### src/rtl/spi_bm_pkg.sv
// Shared constants for the SPI byte master: flag bit positions in the
// interrupt enable / status vector.
package spi_bm_pkg;
    localparam int NFLAGS  = 4;
    localparam int FI_TXE  = 0;  // transmit holding register empty
    localparam int FI_RXF  = 1;  // receive holding register full
    localparam int FI_OVF  = 2;  // receive overflow
    localparam int FI_DONE = 3;  // byte completed
endpackage

### src/rtl/spi_clk_div.sv
// Half-period tick generator. While run is high, it pulses tick once every
// div+1 system clocks. Assumes div may change at any time; the new value
// takes effect at the next compare.
module spi_clk_div #(
    parameter int DIVW = 8
) (
    input  logic            clk,
    input  logic            rst_n,
    input  logic            run,
    input  logic [DIVW-1:0] div,
    output logic            tick
);
    logic [DIVW-1:0] cnt;

    assign tick = run && (cnt >= div);

    // Count system clocks within a half period, restart when idle or on tick.
    always_ff @(posedge clk) begin
        if (!rst_n) begin
            cnt <= '0;
        end else if (!run || tick) begin
            cnt <= '0;
        end else begin
            cnt <= cnt + 1'b1;
        end
    end

    AST_IDLE_RESTART: assert property (@(posedge clk) disable iff (!rst_n)
        !run |=> (cnt == '0));
endmodule

### src/rtl/spi_shift_core.sv
// Shift engine: generates sclk (idle low), drives MOSI MSB first on the
// falling phase and captures MISO either at the rising edge (mid-bit) or at
// the falling edge (end of bit). done is a combinational pulse in the cycle
// the last falling edge is taken; rx_word is valid with it.
// Assumes load is only raised when enable is high.
module spi_shift_core #(
    parameter int DW = 8
) (
    input  logic          clk,
    input  logic          rst_n,
    input  logic          enable,
    input  logic          tick,
    input  logic          sample_end,
    input  logic          miso,
    input  logic          load,
    input  logic [DW-1:0] load_data,
    output logic          busy,
    output logic          sclk,
    output logic          mosi,
    output logic          done,
    output logic [DW-1:0] rx_word
);
    localparam int BCW = (DW > 1) ? $clog2(DW) : 1;
    localparam logic [BCW-1:0] LAST_BIT = BCW'(DW - 1);

    logic [BCW-1:0] bitcnt;
    logic [DW-1:0]  tx_sr;
    logic [DW-1:0]  rx_sr;
    logic           mid_bit;
    logic           rx_bit;
    logic           bit_last;

    assign bit_last = (bitcnt == LAST_BIT);
    assign rx_bit   = sample_end ? miso : mid_bit;
    assign rx_word  = {rx_sr[DW-2:0], rx_bit};
    assign done     = busy && enable && tick && sclk && bit_last;
    assign mosi     = busy && tx_sr[DW-1];

    // Sequence the two half periods of each bit and the bit count of a byte.
    always_ff @(posedge clk) begin
        if (!rst_n) begin
            busy    <= 1'b0;
            sclk    <= 1'b0;
            bitcnt  <= '0;
            tx_sr   <= '0;
            rx_sr   <= '0;
            mid_bit <= 1'b0;
        end else if (!enable) begin
            busy   <= 1'b0;
            sclk   <= 1'b0;
            bitcnt <= '0;
        end else if (load) begin
            busy   <= 1'b1;
            sclk   <= 1'b0;
            bitcnt <= '0;
            tx_sr  <= load_data;
        end else if (busy && tick) begin
            if (!sclk) begin
                sclk    <= 1'b1;
                mid_bit <= miso;
            end else begin
                sclk  <= 1'b0;
                tx_sr <= {tx_sr[DW-2:0], 1'b0};
                rx_sr <= {rx_sr[DW-2:0], rx_bit};
                if (bit_last) begin
                    busy <= 1'b0;
                end else begin
                    bitcnt <= bitcnt + 1'b1;
                end
            end
        end
    end

    AST_SCLK_ON_TICK: assert property (@(posedge clk) disable iff (!rst_n)
        (enable && !tick && !load) |=> $stable(sclk));
    AST_DISABLE_STOPS: assert property (@(posedge clk) disable iff (!rst_n)
        !enable |=> (!busy && !sclk));
    AST_NO_GAP: assert property (@(posedge clk) disable iff (!rst_n)
        (done && load) |=> busy);
    AST_MOSI_ON_FALL: assert property (@(posedge clk) disable iff (!rst_n)
        (busy && !load && !(tick && sclk)) |=> $stable(mosi));
endmodule

### src/rtl/spi_buf_status.sv
// Holding registers and flags: one-byte transmit buffer, one-byte receive
// buffer with overflow detection, sticky done flag and masked interrupt.
// Assumes load and done come from the shift engine in the same cycle the
// engine takes the byte or finishes it.
module spi_buf_status
    import spi_bm_pkg::*;
#(
    parameter int DW = 8
) (
    input  logic              clk,
    input  logic              rst_n,
    input  logic              wr_en,
    input  logic [DW-1:0]     wr_data,
    input  logic              rd_en,
    input  logic              clr_tx,
    input  logic              ovf_clr,
    input  logic              done_clr,
    input  logic              load,
    input  logic              done,
    input  logic [DW-1:0]     rx_word,
    input  logic [NFLAGS-1:0] irq_en,
    output logic              tx_full,
    output logic [DW-1:0]     tx_data,
    output logic [DW-1:0]     rx_data,
    output logic [NFLAGS-1:0] flags,
    output logic              irq
);
    logic rx_full;
    logic rx_ovf;
    logic done_f;

    // Transmit holding register: flush wins, then a write, then the load.
    always_ff @(posedge clk) begin
        if (!rst_n) begin
            tx_full <= 1'b0;
            tx_data <= '0;
        end else if (clr_tx) begin
            tx_full <= 1'b0;
        end else if (wr_en) begin
            tx_full <= 1'b1;
            tx_data <= wr_data;
        end else if (load) begin
            tx_full <= 1'b0;
        end
    end

    // Receive holding register: accept when empty or read in the same cycle.
    always_ff @(posedge clk) begin
        if (!rst_n) begin
            rx_full <= 1'b0;
            rx_data <= '0;
        end else if (done && (!rx_full || rd_en)) begin
            rx_full <= 1'b1;
            rx_data <= rx_word;
        end else if (rd_en) begin
            rx_full <= 1'b0;
        end
    end

    // Overflow flag: set on a dropped byte, write-one clear, set wins.
    always_ff @(posedge clk) begin
        if (!rst_n) begin
            rx_ovf <= 1'b0;
        end else if (done && rx_full && !rd_en) begin
            rx_ovf <= 1'b1;
        end else if (ovf_clr) begin
            rx_ovf <= 1'b0;
        end
    end

    // Byte-done flag: set at the end of every byte, write-one clear.
    always_ff @(posedge clk) begin
        if (!rst_n) begin
            done_f <= 1'b0;
        end else if (done) begin
            done_f <= 1'b1;
        end else if (done_clr) begin
            done_f <= 1'b0;
        end
    end

    always_comb begin
        flags          = '0;
        flags[FI_TXE]  = !tx_full;
        flags[FI_RXF]  = rx_full;
        flags[FI_OVF]  = rx_ovf;
        flags[FI_DONE] = done_f;
    end

    assign irq = |(flags & irq_en);

    AST_LOAD_EMPTIES: assert property (@(posedge clk) disable iff (!rst_n)
        (load && !wr_en) |=> !tx_full);
    AST_RX_HOLD: assert property (@(posedge clk) disable iff (!rst_n)
        (rx_full && !rd_en) |=> $stable(rx_data));
    AST_OVF_STICKY: assert property (@(posedge clk) disable iff (!rst_n)
        (rx_ovf && !ovf_clr) |=> rx_ovf);
    AST_DONE_STICKY: assert property (@(posedge clk) disable iff (!rst_n)
        (done_f && !done_clr) |=> done_f);
    AST_RX_SET: assert property (@(posedge clk) disable iff (!rst_n)
        done |=> rx_full);
endmodule

### src/rtl/spi_byte_master.sv
// Top of the buffered SPI master byte engine. Joins the divider, the shift
// engine and the buffer/flag logic, decides when a queued byte is loaded and
// registers the host-driven slave select. Assumes all inputs are synchronous
// to clk.
module spi_byte_master
    import spi_bm_pkg::*;
#(
    parameter int DW   = 8,
    parameter int DIVW = 8
) (
    input  logic              clk,
    input  logic              rst_n,
    input  logic              enable,
    input  logic [DIVW-1:0]   clk_div,
    input  logic              sample_end,
    input  logic              ss_ctl,
    input  logic              wr_en,
    input  logic [DW-1:0]     wr_data,
    input  logic              rd_en,
    output logic [DW-1:0]     rd_data,
    input  logic              clr_tx,
    input  logic              ovf_clr,
    input  logic              done_clr,
    input  logic [NFLAGS-1:0] irq_en,
    output logic              tx_empty,
    output logic              rx_full,
    output logic              rx_ovf,
    output logic              byte_done,
    output logic              busy,
    output logic              irq,
    output logic              sclk,
    output logic              mosi,
    input  logic              miso,
    output logic              ss_n
);
    logic              tick;
    logic              load;
    logic              done;
    logic              tx_full;
    logic [DW-1:0]     tx_data;
    logic [DW-1:0]     rx_word;
    logic [NFLAGS-1:0] flags;

    // A queued byte starts when idle or exactly at the end of the current one.
    assign load = enable && tx_full && (!busy || done);

    spi_clk_div #(.DIVW(DIVW)) u_div (
        .clk   (clk),
        .rst_n (rst_n),
        .run   (busy && enable),
        .div   (clk_div),
        .tick  (tick)
    );

    spi_shift_core #(.DW(DW)) u_core (
        .clk        (clk),
        .rst_n      (rst_n),
        .enable     (enable),
        .tick       (tick),
        .sample_end (sample_end),
        .miso       (miso),
        .load       (load),
        .load_data  (tx_data),
        .busy       (busy),
        .sclk       (sclk),
        .mosi       (mosi),
        .done       (done),
        .rx_word    (rx_word)
    );

    spi_buf_status #(.DW(DW)) u_buf (
        .clk      (clk),
        .rst_n    (rst_n),
        .wr_en    (wr_en),
        .wr_data  (wr_data),
        .rd_en    (rd_en),
        .clr_tx   (clr_tx),
        .ovf_clr  (ovf_clr),
        .done_clr (done_clr),
        .load     (load),
        .done     (done),
        .rx_word  (rx_word),
        .irq_en   (irq_en),
        .tx_full  (tx_full),
        .tx_data  (tx_data),
        .rx_data  (rd_data),
        .flags    (flags),
        .irq      (irq)
    );

    assign tx_empty  = flags[FI_TXE];
    assign rx_full   = flags[FI_RXF];
    assign rx_ovf    = flags[FI_OVF];
    assign byte_done = flags[FI_DONE];

    // Slave select is a plain register of the host-driven level.
    always_ff @(posedge clk) begin
        if (!rst_n) begin
            ss_n <= 1'b1;
        end else begin
            ss_n <= ss_ctl;
        end
    end

    AST_START_NEEDS_ENABLE: assert property (@(posedge clk) disable iff (!rst_n)
        $rose(busy) |-> $past(enable));
    AST_BUSY_NOT_IRQ: assert property (@(posedge clk) disable iff (!rst_n)
        (irq_en == '0) |-> !irq);
endmodule

### config.mk
export PLATFORM = sky130hd
export DESIGN_NAME = spi_byte_master
export DESIGN_NICKNAME = d
export VERILOG_FILES = /design/src/rtl/spi_bm_pkg.sv /design/src/rtl/spi_clk_div.sv /design/src/rtl/spi_shift_core.sv /design/src/rtl/spi_buf_status.sv /design/src/rtl/spi_byte_master.sv
export SDC_FILE = /design/constraint.sdc
export NUM_CORES = 1
export LEC_CHECK = 0
export BUFFER_PORTS_ARGS = -buffer_cell sky130_fd_sc_hd__buf_4
export CORE_ASPECT_RATIO = 0.5
export CORE_UTILIZATION = 45
export CTS_CLUSTER_SIZE = 20
export DETAILED_ROUTE_END_ITERATION = 7
export HOLD_SLACK_MARGIN = 0.02
export PLACE_DENSITY = 0.78
export RECOVER_POWER = 25
export SKIP_LAST_GASP = 1
export SLEW_MARGIN = 0
export SYNTH_ARGS = -nofsm -noshare
export SYNTH_HDL_FRONTEND = slang
export SYNTH_HIERARCHICAL = 1
export SYNTH_SLANG_ARGS = --single-unit
### constraint.sdc
create_clock -name clk -period 2.6 [get_ports clk]
set_clock_uncertainty 0.05 [all_clocks]
set_input_delay 0.39 -clock clk [delete_from_list [all_inputs] [get_ports clk]]
set_output_delay 0.39 -clock clk [all_outputs]
set_load 0.01 [all_outputs]
# Yosys cells after proc, flatten, opt, wreduce, memory -nomap -nowiden
# Cells that the tools add are included.
[totals]
reg_bits = 50
latch_bits = 0
mem_bits_rw = 0
romBits = 0
in_bits = 31
word_cells = 80
n_memories = 0
[op_classes]
n_addsub = 2
n_mul = 0
div_mod_pow = 0
order_cmp = 1
n_eq_ne = 1
shift = 0
mux = 17
bitwise = 7
reduce_logical = 38
[op_table]
columns = ["op", "count"]
rows = [
  ["$mux W8", 3],
  ["$mux W1", 14],
  ["$reduce_bool A2 Y1", 7],
  ["$logic_and A1 B1 Y1", 12],
  ["$reduce_and A3 Y1", 3],
  ["$add A8 B1 Y8 const B", 1],
  ["$ge A8 B8 Y1", 1],
  ["$reduce_and A4 Y1", 2],
  ["$not A1 Y1", 6],
  ["$logic_not A1 Y1", 5],
  ["$and A4 B4 Y4", 1],
  ["$reduce_and A2 Y1", 2],
  ["$reduce_or A2 Y1", 2],
  ["$reduce_or A4 Y1", 1],
  ["$add A3 B1 Y3 const B", 1],
  ["$eq A3 B3 Y1 const B", 1],
  ["$logic_or A1 B1 Y1", 3],
  ["$reduce_or A3 Y1", 1],
]

# Logic depth before layout (Yosys ltp)
# Gate-level depths: netlist of run 1.
[depth]
ltp_word = 9
depth_mapped = 14
mapped_depth_nobuf = 13

# Hierarchy
# The synthesis of run 1 kept the hierarchy.
[modules_own_cells]
columns = ["mod", "n_inst", "cells_each", "area_each_um2", "seq_area_each_um2"]
rows = [
  ["spi_shift_core", 1, 97, 979.7, 420.4],
  ["spi_buf_status", 1, 83, 843.3, 400.4],
  ["spi_clk_div", 1, 59, 525.5, 160.2],
  ["spi_byte_master", 1, 6, 48.8, 20.0],
]

# Worst setup path before layout of run 1
# Ideal clock, no wire load.
[synth_timing]
kind = "input -> register"
startpoint = "in clk_div[2]"
endpoint = "reg u_core.tx_sr[1]"
arrival_time_ns = 2.621
required_ns = 2.434
path_slack_ns = -0.187
stages = 14
n_path_buf = 1
cell_sequence = "inv_1 > ha_1 > a211o_1 > a31oi_2 > nor3_1 > o21a_1 > nand3_1 > nor2_1 > inv_1 > a21oi_2 > a31o_4 > and2_4 > buf_6 > o211a_1"
[synth_between]
elab_chain_len = 9
elab_cells_between_ends = 12
classes_between = "order compare: 1; mux: 1; reduce/logical: 10"
[synth_lines]
columns = ["element", "line_no", "text"]
rows = [
  ["start, declared", "spi_byte_master.sv:14", "input logic [DIVW-1:0] clk_div,"],
  ["$ge A8 B8 Y1 *", "spi_clk_div.sv:15", "assign tick = run && (cnt >= div);"],
  ["$logic_and A1 B1 Y1 *", "spi_clk_div.sv:15", ""],
  ["net tick", "spi_byte_master.sv:36", "logic tick;"],
  ["$logic_and A1 B1 Y1 * (3 in a row)", "spi_shift_core.sv:36", "assign done = busy && enable && tick && sclk && bit_last;"],
  ["net done", "spi_byte_master.sv:38", "logic done;"],
  ["$logic_or A1 B1 Y1 *", "spi_byte_master.sv:45", "assign load = enable && tx_full && (!busy || done);"],
  ["$logic_and A1 B1 Y1 *", "spi_byte_master.sv:45", ""],
  ["net load", "spi_byte_master.sv:37", "logic load;"],
  ["$reduce_bool A2 Y1 (no source line)", "--", ""],
  ["$reduce_and A3 Y1 (no source line)", "--", ""],
  ["end signal, assigned", "spi_shift_core.sv:56", "tx_sr <= load_data;"],
  ["end signal, assigned", "spi_shift_core.sv:63", "tx_sr <= {tx_sr[DW-2:0], 1'b0};"],
  ["end, declared", "spi_shift_core.sv:27", "logic [DW-1:0] tx_sr;"],
]
# Mark *: on every way through the listed nets, which the timed path passes. The rest lies on a longest branch.
# A chain may end at the register's enable or synchronous reset.

# Worst setup path after layout of run 1
[layout_timing]
startpoint = "reg u_div.cnt[1]"
endpoint = "reg u_core.rx_sr[2]"
[layout_between]
elab_chain_len = 9
elab_cells_between_ends = 10
classes_between = "order compare: 1; bitwise: 1; reduce/logical: 8"
[layout_lines]
columns = ["element", "line_no", "text"]
rows = [
  ["start, declared", "spi_clk_div.sv:13", "logic [DIVW-1:0] cnt;"],
  ["start signal, assigned", "spi_clk_div.sv:24", "cnt <= cnt + 1'b1;"],
  ["$ge A8 B8 Y1", "spi_clk_div.sv:15", ""],
  ["$logic_and A1 B1 Y1", "spi_clk_div.sv:15", ""],
  ["net tick", "spi_byte_master.sv:36", ""],
  ["$logic_and A1 B1 Y1 (3 in a row)", "spi_shift_core.sv:36", ""],
  ["net done", "spi_byte_master.sv:38", ""],
  ["$logic_or A1 B1 Y1", "spi_byte_master.sv:45", ""],
  ["$logic_and A1 B1 Y1", "spi_byte_master.sv:45", ""],
  ["net load", "spi_byte_master.sv:37", ""],
  ["$not A1 Y1 (no source line)", "--", ""],
  ["$reduce_and A4 Y1 (no source line)", "--", ""],
  ["end signal, assigned", "spi_shift_core.sv:64", "rx_sr <= {rx_sr[DW-2:0], rx_bit};"],
  ["end, declared", "spi_shift_core.sv:28", "logic [DW-1:0] rx_sr;"],
]
# The timed path passes the listed nets, and every way through them passes these cells.

==> impl_results.md, run 1 <==
- ANT cells: 0
- Share of the synthesized area in the top cell type: 0.418
- Synth Warn #: 6
- CTS tree: done
- CP cell instances: ha_1, a211o_1, a31oi_4, nor3_2, o21a_2, nand3_2, nor2_4, inv_2, a21oi_4, buf_4, nor3b_2, buf_4, mux2i_1
- Total Neg Setup Slack: 0 ns
- Worst VDD drop: 0.236 mV
- Power Total: 1.44 mW
- Setup violations, final: 0
- Clock latency on the worst-skew pair: 0.30 ns
- Clock sinks: 50
- Synth async-reset ratio: 0
- Io pins: 48
- Max Clk Rate: 0.402 GHz
- Least-Margin Pin Slew: 1.04 ns
- CP Capture Point: u_core/rx_sr[2]$_SDFFE_PN0P_
- Slew HR: 0.307
- Crit-path most repeated cell: buf_4
- Core area: 5020 µm²
- Total Wirelength: between 4000 and 5000 µm
- Largest area contributor in the netlist: dfxtp_1
- Utilization after layout: 0.590
- Htree depth: 2
- Share of layout cells above drive strength 1: 0.268
- Mapped cell area: 2400 µm²
- Seq/Total Area, Yosys: 0.418
- Clock Path Buffers: 2
- Port Buffers: 47
- R2r endpoint: u_core/rx_sr[2]$_SDFFE_PN0P_
- WHS: 0.204 ns
- Largest cells by area after synthesis: dfxtp_1 (42%), mux2i_1 (14%), ha_1 (5.7%)
- Hold Crit Class: in -> reg
- Chip width: between 100 and 150 µm
- Max-cap violations: 0
- Top-count cell post-synth: dfxtp_1
- Total gr overflow: 0
- Setup crit start kind: register
- Num CTS Buffers: 5
- First-pass GRT wire length: 7640 µm
- Distinct cells, synth: 42
- Critical Path Max Stage Delay: ~0.36 ns
- R2R depth: 13
- CP max FO: 7
- GP Congestion: between 0.8 and 0.9
- Vias: between 1,500 and 2,000
- CTS root buf: clkbuf_8
- Most instantiated cells after synthesis: dfxtp_1 (50), nand2_1 (34), mux2i_1 (33), nand3_1 (14), nor2_1 (14)
- Cells after Synth: approximately 250
- CTS Hold Bufs: 0
- Slowest-stage cell, CP: dfxtp_1
- CP startpoint: u_div/cnt[1]$_SDFF_PP0_
- Worst EP required: 2.78 ns
- Antenna violations before repair: 0
- Tcrit/Tclk final: 0.957
- Crit path DAT: 2.67 ns
- DR pass1 iterations: 4
- Worst setup EP type: register
- Hold_sp: clr_tx
- Power Dens Cells: ~490 nW/µm²
- Fin. max-slew vios: 0
- Mean Syn Cell Area: 9.78 µm²
- Final Hold Fails: 0
- Reg2Reg Setup Slack: 0.11 ns
- DRC viols: 0
- Largest net degree at the start of global routing: 26
- Die height: 53.6 µm
- Leak pwr: 1.25 nW
- CTS clk-pin slew, worst paths: roughly 0.090 ns
- Ys flop type: dfxtp_1
- Crit Path Category: reg -> reg
- Status: complete, no violations
- HPWL after DPL: between 3000 and 4000 µm
- Vias in the first global route: 1,738
- ANT nets after route: 0
- Final Net Count: 340
- P&R area growth vs syn: 23.6%
- Avg WL per Cell: around 13 µm
- Final Critical Period: 2.49 ns
- Register bit total from synthesis: 50
- Starting DRT DRC Count: between 60 and 70
- Number of synthesized flops with an enable pin: 0
- Global-route usage over all layers: 0.174
- Via/cell ratio: 4.89
- Starting density of the core: 0.477
- RR Startpoint: u_div/cnt[1]$_SDFF_PP0_
- Site row count: 18
- Syn nets: 287
- Die area: 5640 µm²
==> critical path: cells and delay by family, from the launching register on <==
family / cells / cell delay, ns
AO/OA/AOI/OAI: 4 / 0.81
adder cells (fa/ha/maj): 1 / 0.21
buffers and inverters: 3 / 0.41
flip-flops: 1 / 0.36
multiplexers: 1 / 0.21
AND/OR/NAND/NOR: 4 / 0.36
==> report_power, final <==
part           total [mW]  switching, mW  internal [mW]
logic               0.116         0.0534         0.0629
clock network       0.545          0.256          0.288
registers           0.782        0.00582          0.776
==> worst min-delay path by stage <==
| stage | endpoint | slack, ns | cells after the start |
|---|---|---|---|
| floorplan | u_core/mid_bit$_SDFFE_PN0P_ | 0.38 | 2 |
| detailed placement | u_buf/rx_data[6]$_SDFFE_PN0P_ | 0.40 | 2 |
| finish | u_buf/tx_full$_SDFFE_PP0P_ | 0.20 | 2 |
| global placement | u_buf/rx_data[4]$_SDFFE_PN0P_ | 0.39 | 2 |
| CTS | u_buf/tx_full$_SDFFE_PP0P_ | 0.20 | 2 |
| global route | u_buf/tx_full$_SDFFE_PP0P_ | 0.20 | 2 |
==> what timing repair did <==
action,in CTS,in global routing
gates resized for setup,0,5
buffers inserted,0,2
setup endpoints to repair,0,15
==> layer usage <==
metal / vias up / track usage / routed length [µm]
met5: - / 0 / 0
met4: 0 / 0.0587 / 32
met2: 29 / 0.311 / 2260
met1: 833 / 0.214 / 2270
met3: 5 / 0.0412 / 161
li1: 936 / - / -
==> registers in the layout, summed over array words and instances (netlist names) <==
register	flops
ss_n	1
u_buf/rx_data	8
u_div/cnt	8
u_buf/rx_ovf	1
u_buf/rx_full	1
u_core/busy	1
u_core/sclk	1
u_core/mid_bit	1
u_buf/tx_data	8
u_core/bitcnt	3
u_buf/tx_full	1
u_core/rx_sr	7
u_core/tx_sr	8
u_buf/done_f	1
==> metrics by stage <==
step,worst slack [ns],instances,cell area [µm²]
3_3_place_gp,0.0138,359,2850
2_1_floorplan,0.0236,245,2430
5_1_grt,-0.00793,369,2960
4_1_cts,0.00288,367,2960
3_5_place_dp,-0.117,359,2850
6_report,0.111,369,2960
==> cell families (layout without fill, tap and decap cells) <==
| family | Yosys count | in the layout | synth area share |
|---|---|---|---|
| AO/OA/AOI/OAI | 26 | 26 | 0.0986 |
| XOR/XNOR | 8 | 8 | 0.0292 |
| adder cells (fa/ha/maj) | 11 | 11 | 0.0574 |
| buffers and inverters | 27 | 81 | 0.0663 |
| flip-flops | 50 | 50 | 0.418 |
| multiplexers | 34 | 34 | 0.142 |
| AND/OR/NAND/NOR | 89 | 89 | 0.188 |
==> area by class of cell <==
| type | count | area [µm²] |
|---|---|---|
| Inverter | 12 | 45.0 |
| Clock buffer | 5 | 68.8 |
| Fill cell | 435 | 2060 |
| Sequential cell | 50 | 1000 |
| Clock inverter | 3 | 43.8 |
| Tap cell | 70 | 87.6 |
| Timing Repair Buffer | 61 | 428 |
| Multi-Input combinational cell | 168 | 1290 |
==> cell usage in the layout (no fill, tap or decap), types with 2 or more instances in the layout <==
cell | netlist | routed
clkbuf_1 | 0 | 9
xor2_1 | 7 | 7
buf_4 | 6 | 51
a21oi_1 | 5 | 5
nand2_1 | 34 | 34
dfxtp_1 | 50 | 50
nand3_1 | 14 | 13
o211a_1 | 7 | 7
o21a_1 | 3 | 2
inv_1 | 12 | 10
nor2_1 | 14 | 13
mux2i_1 | 33 | 33
clkbuf_8 | 0 | 5
inv_2 | 0 | 2
nor2b_1 | 11 | 11
and2_1 | 2 | 2
nor2b_4 | 1 | 2
nand2b_1 | 2 | 2
and3_1 | 2 | 2
ha_1 | 11 | 10
Note: power is estimated with default switching activity, not from simulation.
==> run 2: changes to the inputs <==
RECOVER_POWER = 100   (was 25)
==> run 2 against run 1 <==
Net effect: critical path depth shrank 1; non-clock buffer count is the same; total power shrank 0.30%; register-to-register slack is essentially flat; die area is the same; final cell count is the same; sequential share of layout area grew 0.62 points; clock power is essentially flat; maximum frequency shrank 0.12%; largest cell class unchanged.
==> impl_results.md, run 2 (synthesis results as in run 1) <==
- Status: complete, no violations
- Fin. max-slew vios: 0
- Post-DP Area: 2850 µm²
- Leak pwr: 1.21 nW
- Net Sw Power: 0.313 mW
- Final worst slack: 0.108 ns
- Leading cell types in the layout, fill and taps excluded: dfxtp_1 (50), buf_4 (40), nand2_1 (34)
- First-pass GRT wire length: 7640 µm
- Final Critical Period: 2.49 ns
- Buf/Inv on CP: 1
- CTS tree: done
- Total gr overflow: 0
- Via/cell ratio: between 4 and 5
- Power Dens Cells: 494 nW/µm²
- Port Buffers: 47
- Total Wirelength: 4710 µm
- Vias in the first global route: 1,738
- Chip width: ~110 µm
- DRC viols: 0
- Slew HR: 0.310
- Num CTS Buffers: 5
- CP cell instances: ha_1, a211o_1, a31oi_4, nor3_2, o21a_2, nand3_2, nor2_4, inv_2, a21oi_4, a31o_4, and2_1, o211a_1
- Worst hold stages: 2
- R2R depth: 12
- Largest net degree at the start of global routing: 26
- Slowest-stage cell, CP: dfxtp_1
- HPWL after DPL: 3480 µm
- Hold_sp: clr_tx
- Tcrit/Tclk final: 0.959
- ANT nets after route: 0
- DR pass1 iterations: 4
- Worst EP required: 2.74 ns
- Utilization after layout: 0.579
- Dpl ws: -0.117 ns
- Setup violations, final: 0
- Share of layout cells above drive strength 1: 0.227
- Starting density of the core: 0.477
- Worst VDD drop: approximately 0.24 mV
- Reg2Reg Setup Slack: between 0.1 and 0.15 ns
- CP max FO: 8
- Crit path max-delay family: compound AO/OA/AOI/OAI gates
- Clk pwr share: 0.378
- Final Net Count: 340
- P&R area growth vs syn: 21.4%
- R2r endpoint: u_core/tx_sr[5]$_SDFFE_PN0P_
- Crit Path Category: reg -> reg
- Power Internal: 1.12 mW
- GP Congestion: 0.819
- CTS root buf: clkbuf_8
- Total Neg Setup Slack: 0 ns
- Avg WL per Cell: 12.8 µm
- Worst setup EP type: register
- Htree depth: 2
- Least-Margin Pin Slew: 1.03 ns
- Max Clk Rate: ~0.4 GHz
- Worst hold endpoint: u_buf/tx_full$_SDFFE_PP0P_
- Gate power share: 0.078
- Clock latency on the worst-skew pair: about 0.30 ns
- Die height: 53.6 µm
- Seq pwr share: 0.543
- Die area: ~5600 µm²
- Crit path DAT: 2.63 ns
- Switch share: 0.218
- Critical Path Max Stage Delay: around 0.37 ns
- ANT cells: 0
- Setup crit start kind: register
- Clock Path Buffers: 2
- Filler cells: 455
- Global-route usage over all layers: 0.174
- CTS clk-pin slew, worst paths: 0.09 ns
- RR Startpoint: u_div/cnt[1]$_SDFF_PP0_
- Site row count: 18
- Antenna violations before repair: 0
- Vias: 1,798
- Hold Crit Class: in -> reg
- Core area: 5020 µm²
- Final instance area: 2910 µm²
- Clock sinks: 50
- Final Hold Fails: 0
- Starting DRT DRC Count: ~60
- Max-cap violations: 0
- Commonest non-fill, non-tap cell in the layout: dfxtp_1
- Io pins: 48
## run 2: final cells by class
class | count | area (µm²) | share of cell area
clock buffers | 5 | 68.8 | 0.0236
clock inverters | 3 | 43.8 | 0.0150
inverters | 12 | 45.0 | 0.0155
multi-input cells | 168 | 1270 | 0.438
flip-flops and latches | 50 | 1000 | 0.344
well taps | 70 | 87.6 | 0.0301
repair buffers | 61 | 390 | 0.134
## run 2: worst reg2reg max path: cells and delay by family, from the launching register on
kind                     cells  cell delay (ns)
AO/OA/AOI/OAI                6             1.24
AND/OR/NAND/NOR              4             0.46
flip-flops                   1             0.37
adder cells (fa/ha/maj)      1             0.21
buffers and inverters        1             0.06
## run 2: worst max path at each step
| stage | end | cells after the start | start | slack, ns |
|---|---|---|---|---|
| floorplan | u_core/tx_sr[1]$_SDFFE_PN0P_ | 14 | clk_div[2] | 0.02 |
| global placement | u_core/tx_sr[3]$_SDFFE_PN0P_ | 14 | clk_div[0] | 0.01 |
| detailed placement | u_core/tx_sr[5]$_SDFFE_PN0P_ | 14 | clk_div[0] | -0.12 |
| CTS | u_core/tx_sr[5]$_SDFFE_PN0P_ | 14 | u_div/cnt[0]$_SDFF_PP0_ | 0.003 |
| global route | u_core/tx_sr[5]$_SDFFE_PN0P_ | 12 | u_div/cnt[1]$_SDFF_PP0_ | -0.01 |
| finish | u_core/tx_sr[5]$_SDFFE_PN0P_ | 12 | u_div/cnt[1]$_SDFF_PP0_ | 0.11 |
## run 2: metal layers
metal	GRT usage	routed length, µm	up-vias
met4	0.0587	27	0
met2	0.311	2280	23
met3	0.0412	148	5
li1	-	-	938
met1	0.214	2250	832
met5	0	0	-
## run 2: power by group through the flow
stage / clock network [mW] / registers, mW / logic, mW
global route: 0.593 / 0.783 / 0.124
global placement: 0 / 0.799 / 0.112
detailed placement: 0 / 0.800 / 0.116
CTS: 0.559 / 0.782 / 0.117
finish: 0.544 / 0.782 / 0.113
floorplan: 0 / 0.799 / 0.0646
## run 2: metrics by stage
stage / total power [mW] / hold slack [ns] / instances
2_1_floorplan: 0.863 / 0.382 / 245
3_3_place_gp: 0.911 / 0.394 / 359
3_5_place_dp: 0.916 / 0.404 / 359
4_1_cts: 1.46 / 0.200 / 367
5_1_grt: 1.50 / 0.196 / 369
6_report: 1.44 / 0.206 / 369
## run 2: what timing repair did
action	4_1_cts	5_1_grt
gates resized for setup	0	5
setup buffers	0	2
endpoints found under the setup margin	0	15
hold buffers	0	0
==> run 3: changes to the inputs <==
CORE_UTILIZATION = 49   (was 45)
PLACE_DENSITY = 0.83   (was 0.78)
==> run 3 against run 2 <==
Net effect: register-to-register slack lost 0.02 ns; worst hold slack gained 0.0098 ns; sequential share of layout area shrank 0.65 points; via count grew 3.1%; largest cell class unchanged.
==> impl_results.md, run 3 (synthesis results as in run 1) <==
- Max-cap violations: 0
- Slew HR: 0.343
- Commonest non-fill, non-tap cell in the layout: dfxtp_1
- GP Congestion: 0.819
- Setup crit start kind: register
- Via/cell ratio: 5.05
- Crit path DAT: 2.66 ns
- Avg WL per Cell: between 10 and 15 µm
- Vias: 1,853
- ANT cells: 0
- Max Clk Rate: between 0.3 and 0.4 GHz
- Tcrit/Tclk final: 0.964
- Final Critical Period: 2.51 ns
- HPWL after DPL: 3430 µm
- Hold Crit Class: in -> reg
- DR pass1 iterations: 4
- Vias in the first global route: 1,733
- Clock sinks: 50
- ANT nets after route: 0
- First-pass GRT wire length: a little under 8000 µm
- Antenna violations before repair: 0
- Fin. max-slew vios: 0
- Worst setup EP type: register
- Non-filler cells, final: 367
- Clock Path Buffers: 2
- Port Buffers: 47
- DRC viols: 0
- Dpl cells: 356
- Least-Margin Pin Slew: 0.983 ns
- Site row count: 17
- Htree depth: 2
- CTS clk-pin slew, worst paths: 0.09 ns
- Starting DRT DRC Count: 49
- Status: complete, no violations
- Power Dens Cells: 478 nW/µm²
- Total gr overflow: 0
- Total Wirelength: around 4900 µm
- Die area: 5190 µm²
- Chip width: just over 100 µm
- WHS: 0.216 ns
- Io pins: 48
- Worst EP required: about 2.8 ns
- Core area: 4550 µm²
- Clock latency on the worst-skew pair: ~0.30 ns
- Setup violations, final: 0
- Global-route usage over all layers: 0.194
- Starting density of the core: 0.527
- RSZ-0062 raised after global routing: true
- CP max FO: 8
- Final Net Count: 342
- Share of layout cells above drive strength 1: 0.266
- CTS tree: done
- Num CTS Buffers: 5
- Worst VDD drop: 0.319 mV
- Final Hold Fails: 0
- Power Total: approximately 1.4 mW
- Leak pwr: 1.25 nW
- Largest net degree at the start of global routing: 50
- CTS root buf: clkbuf_8
- Die height: ~51 µm
- Crit Path Category: reg -> reg
- Leading cell types in the layout, fill and taps excluded: dfxtp_1 (48), buf_4 (47), nand2_1 (34)
- P&R area growth vs syn: 24.1%
==> run 3: power breakdown <==
part           internal (mW)  switching [mW]
sequential             0.776         0.00572
combinational         0.0649          0.0536
clock                  0.269           0.254
total                   1.11           0.313
==> run 3: metrics by stage <==
stage                     setup TNS (ns)  setup slack, ns  cell area [µm²]  utilization
after floorplan                        0           0.0236             2430            -
after global placement                 0           0.0129             2850        0.627
after detailed placement          -0.847           -0.137             2850        0.627
after CTS                              0          0.00320             2960        0.651
after global routing              -0.390          -0.0551             2970        0.653
final                                  0           0.0926             2970        0.653
==> run 3: final cells by class <==
| cell class | instances | area [µm²] |
|---|---|---|
| clock buffer | 8 | 110 |
| fill | 400 | 1580 |
| inverter | 12 | 45.0 |
| multi-input combinational | 168 | 1300 |
| sequential | 50 | 1000 |
| tap | 66 | 82.6 |
| timing repair buffer | 63 | 432 |
==> run 3: metal layers <==
layer | global-route usage | routed length (µm)
met2 | 0.337 | 2310
met4 | 0.0676 | 72
met3 | 0.0479 | 205
met1 | 0.238 | 2290
met5 | 0 | 0
==> run 3: critical path, cell delays in order, from the launching register on <==
cell and delay [ns]:
dfxtp_1 0.35, ha_1 0.21, a211o_1 0.30, a31oi_4 0.18
nor3_2 0.06, o21a_2 0.21, nand3_2 0.11, nor2_4 0.05
inv_2 0.06, a21oi_4 0.08, buf_4 0.15, a31o_4 0.20
and2_4 0.19, o211a_1 0.21
==> run 3: timing repair <==
item / CTS / global route
cloned: 0 / 0
hold buffers: 0 / 0
gates resized for setup: 0 / 9
pin swaps: 1 / 2
setup buffers: 0 / 3
endpoints found under the setup margin: 1 / 15
==> run 3: worst paths after layout <==
check / start / end / slack [ns] / cells past startpoint
setup / recovery: u_div/cnt[3]$_SDFF_PP0_ / u_core/tx_sr[1]$_SDFFE_PN0P_ / 0.09 / 13
setup reg to reg: u_div/cnt[3]$_SDFF_PP0_ / u_core/tx_sr[1]$_SDFFE_PN0P_ / 0.09 / 13
hold reg to reg: u_buf/rx_data[0]$_SDFFE_PN0P_ / u_buf/rx_data[0]$_SDFFE_PN0P_ / 0.41 / 2
hold / removal: ss_ctl / ss_n$_SDFF_PN1_ / 0.22 / 2
